**src/rtl/iqdm_pkg.sv**
```systemverilog
package iqdm_pkg;

    // Slot the divider expects for the next incoming word.
    typedef enum logic {
        SLOT_I = 1'b0,
        SLOT_Q = 1'b1
    } slot_e;

    // Per-word classification, shared by the capture and sync logic.
    typedef struct packed {
        logic is_i;          // word is the first of a pair
        logic closes_pair;   // word is the second of a pair (boundary)
    } slot_info_t;

    // Fast cycles in one output sample period.
    localparam int unsigned WORDS_PER_SAMPLE = 2;

    // A marker forces I; otherwise follow the expected slot.
    function automatic logic word_is_i(input slot_e expected, input logic mark);
        return mark || (expected == SLOT_I);
    endfunction

    function automatic slot_e slot_after(input logic cur_is_i);
        return cur_is_i ? SLOT_Q : SLOT_I;
    endfunction

endpackage

```
**src/rtl/iqdm_phase_ctrl.sv**
```systemverilog
module iqdm_phase_ctrl
    import iqdm_pkg::*;
(
    input  logic       clk,
    input  logic       rst,
    input  logic       mark,
    output slot_info_t info,
    output logic       sample_en,
    output logic       rate_en
);

    slot_e expect_slot;

    // Classify the word on the input this cycle.
    always_comb begin
        info.is_i        = word_is_i(expect_slot, mark);
        info.closes_pair = !info.is_i;
    end

    always_ff @(posedge clk) begin
        if (rst) begin
            expect_slot <= SLOT_I;
            sample_en   <= 1'b0;
            rate_en     <= 1'b0;
        end else begin
            expect_slot <= slot_after(info.is_i);
            sample_en   <= info.closes_pair;
            rate_en     <= ~rate_en;
        end
    end

endmodule

```
**src/rtl/iqdm_pair_capture.sv**
```systemverilog
module iqdm_pair_capture
    import iqdm_pkg::*;
#(
    parameter int unsigned W = 14
) (
    input  logic         clk,
    input  logic         rst,
    input  logic [W-1:0] din,
    input  slot_info_t   info,
    output logic [W-1:0] i_out,
    output logic [W-1:0] q_out,
    output logic         pair_valid
);

    logic [W-1:0] i_hold;
    logic         i_held;

    always_ff @(posedge clk) begin
        if (rst) begin
            i_hold     <= '0;
            i_held     <= 1'b0;
            i_out      <= '0;
            q_out      <= '0;
            pair_valid <= 1'b0;
        end else begin
            pair_valid <= 1'b0;
            if (info.is_i) begin
                // A fresh I word overwrites any half-built pair.
                i_hold <= din;
                i_held <= 1'b1;
            end
            if (info.closes_pair) begin
                i_held <= 1'b0;
                if (i_held) begin
                    i_out      <= i_hold;
                    q_out      <= din;
                    pair_valid <= 1'b1;
                end
            end
        end
    end

endmodule

```
**src/rtl/iqdm_sync_pulse.sv**
```systemverilog
module iqdm_sync_pulse
    import iqdm_pkg::*;
#(
    parameter int unsigned PULSE_LEN = WORDS_PER_SAMPLE
) (
    input  logic clk,
    input  logic rst,
    input  logic sync_in,
    input  logic at_boundary,
    output logic proc_rst
);

    localparam int unsigned CW = (PULSE_LEN > 1) ? $clog2(PULSE_LEN) : 1;
    localparam logic [CW-1:0] LAST = CW'(PULSE_LEN - 1);

    logic          sync_prev;
    logic          pending;
    logic [CW-1:0] remain;
    logic          rise;

    assign rise = sync_in && !sync_prev;

    always_ff @(posedge clk) begin
        if (rst) begin
            sync_prev <= 1'b1;   // a level held through reset is not an edge
            pending   <= 1'b0;
            remain    <= '0;
            proc_rst  <= 1'b0;
        end else begin
            sync_prev <= sync_in;
            if (at_boundary && (pending || rise)) begin
                pending  <= 1'b0;
                proc_rst <= 1'b1;
                remain   <= LAST;
            end else begin
                pending <= pending || rise;
                if (remain != '0) begin
                    remain   <= remain - 1'b1;
                    proc_rst <= 1'b1;
                end else begin
                    proc_rst <= 1'b0;
                end
            end
        end
    end

endmodule

```
**src/rtl/iq_deinterleaver.sv**
```systemverilog
module iq_deinterleaver
    import iqdm_pkg::*;
#(
    parameter int unsigned SAMPLE_W = 14
) (
    input  logic                clk,
    input  logic                rst,
    input  logic [SAMPLE_W-1:0] word_in,
    input  logic                iq_mark,
    input  logic                sync_in,
    output logic [SAMPLE_W-1:0] i_word,
    output logic [SAMPLE_W-1:0] q_word,
    output logic                pair_valid,
    output logic                sample_en,
    output logic                proc_rst,
    output logic                src_rate_en
);

    slot_info_t info;

    iqdm_phase_ctrl u_phase (
        .clk       (clk),
        .rst       (rst),
        .mark      (iq_mark),
        .info      (info),
        .sample_en (sample_en),
        .rate_en   (src_rate_en)
    );

    iqdm_pair_capture #(.W(SAMPLE_W)) u_capture (
        .clk        (clk),
        .rst        (rst),
        .din        (word_in),
        .info       (info),
        .i_out      (i_word),
        .q_out      (q_word),
        .pair_valid (pair_valid)
    );

    iqdm_sync_pulse #(.PULSE_LEN(WORDS_PER_SAMPLE)) u_sync (
        .clk         (clk),
        .rst         (rst),
        .sync_in     (sync_in),
        .at_boundary (info.closes_pair),
        .proc_rst    (proc_rst)
    );

endmodule

```
**config.mk**
```make
export PLATFORM = sky130hd
export DESIGN_NAME = iq_deinterleaver
export DESIGN_NICKNAME = d
export VERILOG_FILES = /design/src/rtl/iqdm_pkg.sv /design/src/rtl/iqdm_phase_ctrl.sv /design/src/rtl/iqdm_pair_capture.sv /design/src/rtl/iqdm_sync_pulse.sv /design/src/rtl/iq_deinterleaver.sv
export SDC_FILE = /design/constraint.sdc
export NUM_CORES = 1
export LEC_CHECK = 0
export BUFFER_PORTS_ARGS = -buffer_cell sky130_fd_sc_hd__buf_4
export CAP_MARGIN = 20
export CORE_UTILIZATION = 48
export DETAILED_ROUTE_END_ITERATION = 16
export PLACE_DENSITY_LB_ADDON = 0.08
export SYNTH_ARGS = -nofsm -noshare
export SYNTH_HDL_FRONTEND = slang
export SYNTH_SLANG_ARGS = --single-unit
```
**constraint.sdc**
```tcl
create_clock -name clk -period 1.28 [get_ports clk]
set_input_delay 0.064 -clock clk [delete_from_list [all_inputs] [get_ports clk]]
set_output_delay 0.064 -clock clk [all_outputs]
set_load 0.1 [all_outputs]
```
# Yosys cells after proc, flatten, opt, wreduce, memory -nomap -nowiden
# Cells that the tools add are included.
[word_totals]
ff_bits = 50
in_bits = 18
out_inout_bits = 32
elab_cells = 30
[classes]
add_sub_neg = 1
mux = 6
n_bitwise = 3
reduce_logical = 9
[op_table]
columns = ["operator", "count"]
rows = [
  ["2-to-1 mux 1 bit", 6],
  ["OR reduction 2 bit", 2],
  ["NOT 1 bit", 3],
  ["logical AND 1 bit", 2],
  ["zero test 1 bit", 2],
  ["logical OR 1 bit", 2],
  ["AND reduction 2 bit", 1],
  ["subtractor 1 bit (second input constant)", 1],
]

# Longest topological paths before layout
# Gate-level depths: netlist (run 1).
[logic_depth]
ltp_word = 5
depth_mapped = 5
depth_no_buf = 4

# By module
# A second synthesis (run 1) with hierarchy kept.
[unflattened]
cells_unflattened = 200
hier_area_um2 = 2255.9
[by_module_without_submodules]
columns = ["module", "n_inst", "cells_per_inst", "area_per_inst_um2", "seq_area_each_um2"]
rows = [
  ["iqdm_pair_capture", 1, 179, 2016.9, 880.8],
  ["iqdm_sync_pulse", 1, 13, 147.6, 80.1],
  ["iqdm_phase_ctrl", 1, 8, 91.3, 60.1],
]

# Worst setup path after synthesis (run 1)
# No wires, ideal clock.
[synth_path]
path_kind = "flip-flop to flip-flop"
start = "reg, netlist name u_capture.i_out[0]"
end = "reg u_capture.i_out[0]"
setup_ns = 0.062
arrival_time_ns = 1.147
required_time_ns = 1.218
slack_ns = 0.071
path_stages_with_launch = 2
n_path_buf = 0
period_less_slack_ns = 1.209
cell_sequence = "dfxtp_1 > a22o_1"
[synth_rtl]
columns = ["item", "line", "rtl"]
rows = [
  ["end signal: assignment", "iqdm_pair_capture.sv:35", "i_out <= i_hold;"],
  ["end: declaration", "iqdm_pair_capture.sv:10", "output logic [W-1:0] i_out,"],
]

==> results of run 1 <==
synth_stat cells:
library cell,n,area share
inv_1,3,0.0075
buf_2,4,0.013
a22o_1,42,0.25
buf_4,4,0.020
nand3b_4,1,0.013
or2_2,1,0.0042
nor2b_1,1,0.0042
a21oi_2,1,0.0058
o22ai_1,1,0.0042
a21oi_1,1,0.0033
inv_2,2,0.0050
nor2_1,2,0.0050
dfxtp_1,50,0.67
power groups by stage:
stage / Combinational, mW / Sequential, mW / Clock, mW
3_5_place_dp: 0.525 / 1.71 / 0
6_report: 0.562 / 1.67 / 0.645
2_1_floorplan: 0.112 / 1.98 / 0
3_3_place_gp: 0.517 / 1.70 / 0
5_1_grt: 0.585 / 1.68 / 0.732
4_1_cts: 0.564 / 1.67 / 0.670
cells in the final DEF (no fill, tap or decap), drive strengths merged:
master and instances:
buf 53, inv 5, nand3b 1, a22o 42, dfxtp 50, clkbuf 5, o22ai 1, clkinv 2
dlygate4sd3 16, nor2 2, a21oi 2, or2 1, nor2b 1
routing by layer:
layer,vias up,track usage,wire (um)
li1,553,-,-
met1,536,0.2428,1422
met2,44,0.2857,1272
met3,3,0.06250,174
met4,0,0.05102,21
met5,-,0,0
through the flow:
| stage | instances | cell area (um^2) | hold slack, ps | setup WS [ps] | utilization |
|---|---|---|---|---|---|
| after floorplan | 113 | 1498 | 136.4 | 70.74 | - |
| after global placement | 189 | 1904 | 260.9 | 274.6 | 0.6675 |
| after detailed placement | 189 | 1904 | 267.0 | 213.9 | 0.6675 |
| after CTS | 212 | 2112 | 7.586 | 177.4 | 0.7404 |
| after global routing | 212 | 2112 | 2.075 | 137.9 | 0.7404 |
| final | 212 | 2112 | 21.42 | 176.9 | 0.7404 |
final timing paths:
| path | startpoint | to | slack, ps | cells after the start |
|---|---|---|---|---|
| setup / recovery | rst | u_capture.i_hold[3]$_SDFFE_PP0P_ | 180 | 6 |
| hold reg to reg | u_phase.rate_en$_SDFF_PP0_ | u_phase.rate_en$_SDFF_PP0_ | 420 | 1 |
| setup reg to reg | u_capture.i_held$_SDFF_PP0_ | u_capture.i_hold[3]$_SDFFE_PP0P_ | 220 | 4 |
| hold / removal | iq_mark | u_capture.pair_valid$_SDFF_PP0_ | 20 | 4 |
cell type report:
class	instances	share of cell area
Timing Repair Buffer	69	0.2701
Clock inverter	2	0.004739
Multi-Input combinational cell	50	0.2062
Tap cell	31	0.01836
Inverter	5	0.008886
Sequential cell	50	0.4739
Clock buffer	5	0.01777
cell families after synthesis:
logic type	count (synthesis)
simple gates	5
compound gates	45
buf+inv	13
flops	50
registers in the layout, summed over array words and instances (netlist names):
name	flops
u_sync.remain	1
u_capture.pair_valid	1
u_capture.i_held	1
u_phase.rate_en	1
u_phase.sample_en	1
u_capture.i_out	14
u_capture.i_hold	14
u_sync.pending	1
u_sync.proc_rst	1
u_sync.sync_prev	1
u_capture.q_out	14
critical path: cells and delay by family:
family          cells  cell delay (ps)
compound gates      1              240
buf+inv             4              900
simple gates        1              150
==> impl_metrics.json, run 1 <==
{
  "synth_top_family_by_area": "compound AO/OA/AOI/OAI gates",
  "syn_area_um2": 1498,
  "clockRootBuffer": "clkbuf_4",
  "die_area_um2": 3348,
  "cp_max_fo": 14,
  "power_switching_uw": 872.3,
  "crit_path_end_kind": "register",
  "run_status": "complete, but fails checks",
  "worst_pin_slew_ps": 278.2,
  "cts_tree": "yes",
  "drv_cap": 0,
  "report.final.slew_viol_count": 0,
  "relSlewSlack": 0.8145,
  "crit_top_cell": "buf_4",
  "drtAntennaViolNets": 0,
  "drt_iter0_drc": 40,
  "hold_violations": 0,
  "p_clk_frac": 0.224,
  "antenna_found_initial": 0,
  "swShare": 0.3028,
  "fin_crit_ps": 1103,
  "portBuffers": 49,
  "drc_errors": 2,
  "cp.required_ps": 1540,
  "synthSimpleGateAreaFrac": 0.02673,
  "power.total_mw": 2.881,
  "powerDensity_nw_per_um2": 1364,
  "ys_seq_area_frac": 0.6683,
  "path_cells": "dlygate4sd3_1 -> buf_4 -> nand3b_4 -> inv_2 -> buf_4 -> a22o_1",
  "dieHeight_um": 57.86,
  "ys_types": 13,
  "ys_ff_latch": 50,
  "cts_resized": 0,
  "htreeDepth": 2,
  "post_cts_buffers": 0,
  "area_delta_synth_final_pct": 41.02,
  "nets": 199,
  "grt_max_degree": 30,
  "start_kind": "primary input",
  "p_leak_nw": 0.9927,
  "synth_xor_xnor_area_share": 0,
  "clk_latency_ps": 350,
  "cts.sinks": 50,
  "die_x_um": 57.86,
  "hp-class": "primary input to register",
  "ys_warn_count": 0,
  "clock_path_buffers": 2,
  "critical-path-slowest-cell": "dlygate4sd3_1",
  "n_fill_cell": 195,
  "regArea_um2": 1001,
  "fin_crit_sh": 0.8618,
  "first_pass_iters": 10,
  "setup_viol": 0,
  "power_frac_comb": 0.195,
  "synth_mux_area_frac": 0,
  "worstPathArrival_ps": 1360,
  "multiInputGateArea_um2": 435.4,
  "dr_total_vias": 1136,
  "grt_pass1_vias": 1061,
  "violations": "DRC",
  "fin_setup_tns_ps": 0,
  "grt_usage": 0.1829,
  "core_area_um2": 2853,
  "syn_inst": 113,
  "syn_avg_cell_area_um2": 13.25,
  "rows": 19,
  "path_clk_slew_ps": 130,
  "avgViaCountPerCell": 5.358,
  "fin_skew_ps": 9.306,
  "ir_worst_vdd_v": 0.001107,
  "routabilityCongestion": 0.6968,
  "fmax_mhz": 906.6,
  "grt_pass1_wl_mm": 4.767,
  "wl_mm": 2.891,
  "hold_buffers": 16,
  "rsz0062_at_grt": "false",
  "synthAdderAreaFrac": 0,
  "seq_power_share": 0.581,
  "start_util": 0.5250,
  "routedWlPerCell_um": 13.64,
  "numCtsBuffers": 5,
  "synthesis.nets": 131,
  "io_pins": 50,
  "diodes": 0,
  "drive_gt1_frac": 0.3591,
  "grt.overflow.total": 0,
  "intPower_mw": 2.008,
  "crit_type": "primary input to register",
  "synth_compound_area_frac": 0.2590,
  "slowest_delay_ps": 520
}
Power figures use the tool's default switching activity.
==> run 2: changes to the inputs <==
- RECOVER_POWER: default -> 25
==> impl_metrics.json, run 2 (same netlist as run 1, synthesis figures left out) <==
{
  "run_status": "complete, but fails checks",
  "violations": "DRC",
  "start_util": 0.5250,
  "dr_total_vias": 1137,
  "fin_area_um2": 2107,
  "post_dp_cell_area_um2": 1904,
  "grt_pass1_wl_mm": 4.767,
  "numCtsBuffers": 5,
  "drtAntennaViolNets": 0,
  "hold_violations": 0,
  "drc_errors": 2,
  "fmax_mhz": 874.9,
  "report.final.slew_viol_count": 0,
  "clock_path_buffers": 2,
  "grt.overflow.total": 0,
  "routabilityCongestion": 0.6968,
  "fin_skew_ps": 9.306,
  "start_kind": "register",
  "path_cells": "buf_2",
  "post_cts_buffers": 0,
  "dr_wl_met3_um": 174,
  "critical-path-slowest-cell": "buf_2",
  "path_clk_slew_ps": 120,
  "htreeDepth": 2,
  "first_pass_iters": 10,
  "worstPathArrival_ps": 1080,
  "clk_latency_ps": 350,
  "cp_num_buf_inv": 1,
  "portBuffers": 49,
  "core_area_um2": 2853,
  "die_area_um2": 3348,
  "grt_max_degree": 30,
  "antenna_found_initial": 0,
  "io_pins": 50,
  "reg.largest.list": "u_capture.i_hold (14), u_capture.i_out (14), u_capture.q_out (14)",
  "relSlewSlack": 0.6793,
  "routedWlPerCell_um": 13.61,
  "setup_viol": 0,
  "fin_setup_tns_ps": 0,
  "cts.sinks": 50,
  "slowest_delay_ps": 410,
  "n_fill_cell": 195,
  "layout_commonest_cell": "dfxtp_1",
  "area_delta_synth_final_pct": 40.69,
  "diodes": 0,
  "fin_crit_sh": 0.8929,
  "layout_common_cells": "dfxtp_1 (50), buf_4 (47), a22o_1 (42)",
  "grt_usage": 0.1829,
  "whs_ps": 21.32,
  "cp_top_family": "buffers and inverters",
  "hp-class": "primary input to register",
  "fin_crit_ps": 1143,
  "p_leak_nw": 0.9906,
  "placed_cells": 189,
  "die_x_um": 57.86,
  "clockRootBuffer": "clkbuf_4",
  "grt_pass1_vias": 1061,
  "final_cell_count_no_fill": 212,
  "met2WireLength_mm": 1.269,
  "dieHeight_um": 57.86,
  "drive_gt1_frac": 0.3591,
  "powerDensity_nw_per_um2": 1366,
  "cp.required_ps": 1220,
  "rsz0062_at_grt": "false",
  "wl_mm": 2.886,
  "worst_pin_slew_ps": 484.4,
  "ir_worst_vdd_v": 0.001106,
  "drt_iter0_drc": 40,
  "nets": 199,
  "avgViaCountPerCell": 5.363,
  "top_layer": "met4",
  "drv_cap": 0,
  "crit_path_end_kind": "output port",
  "wl_met1_mm": 1.421,
  "crit_type": "register to output port",
  "cp_max_fo": 1,
  "cts_tree": "yes",
  "rows": 19
}
==> run 2: changes by cell type in the layout (fill, tap and decap cells not counted) <==
cell,delta
buf_2,+1
buf_4,-5
clkbuf_4,+3
clkbuf_2,+1
==> run 2: cell type report <==
type	count	area [um^2]	area share
clock inverters	2	10.01	0.004751
multi-input cells	50	435.4	0.2067
well taps	31	38.79	0.01841
inverters	5	18.77	0.008907
clock buffers	5	37.54	0.01781
flip-flops and latches	50	1001	0.4751
repair buffers	69	565.5	0.2684
==> run 2: path summary, 6_finish.rpt <==
path                                         from                                 to  slack (ps)  cells after the start
setup / recovery  u_capture.pair_valid$_SDFF_PP0_                         pair_valid         140                      1
hold / removal                            iq_mark    u_capture.pair_valid$_SDFF_PP0_          20                      4
setup reg to reg      u_capture.i_held$_SDFF_PP0_  u_capture.i_hold[10]$_SDFFE_PP0P_         160                      3
hold reg to reg        u_phase.rate_en$_SDFF_PP0_         u_phase.rate_en$_SDFF_PP0_         420                      1
==> run 2: routing by layer <==
| layer | vias up | global-route usage |
|---|---|---|
| li1 | 554 | - |
| met1 | 536 | 0.2428 |
| met2 | 44 | 0.2857 |
| met3 | 3 | 0.06250 |
| met4 | 0 | 0.05102 |
| met5 | - | 0 |
==> run 2: stage by stage <==
step                setup slack, ps    util  power (mW)
floorplan                     70.74       -       2.091
global placement              274.6  0.6675       2.220
detailed placement            213.9  0.6675       2.230
CTS                           177.4  0.7404       2.907
global route                  74.11  0.7386       2.998
finish                        137.0  0.7386       2.878
==> run 2: repair_timing <==
action / in CTS / in global routing
gates resized for setup: 0 / 0
hold endpoints to repair: 32 / 0
hold buffers: 16 / 0
setup endpoints to repair: 0 / 0
==> run 2: power breakdown <==
part | internal (mW) | leakage, nW | switching, mW
Clock | 0.199 | 0.0308 | 0.447
Combinational | 0.176 | 0.550 | 0.383
Sequential | 1.63 | 0.410 | 0.0423
Total | 2.01 | 0.991 | 0.872
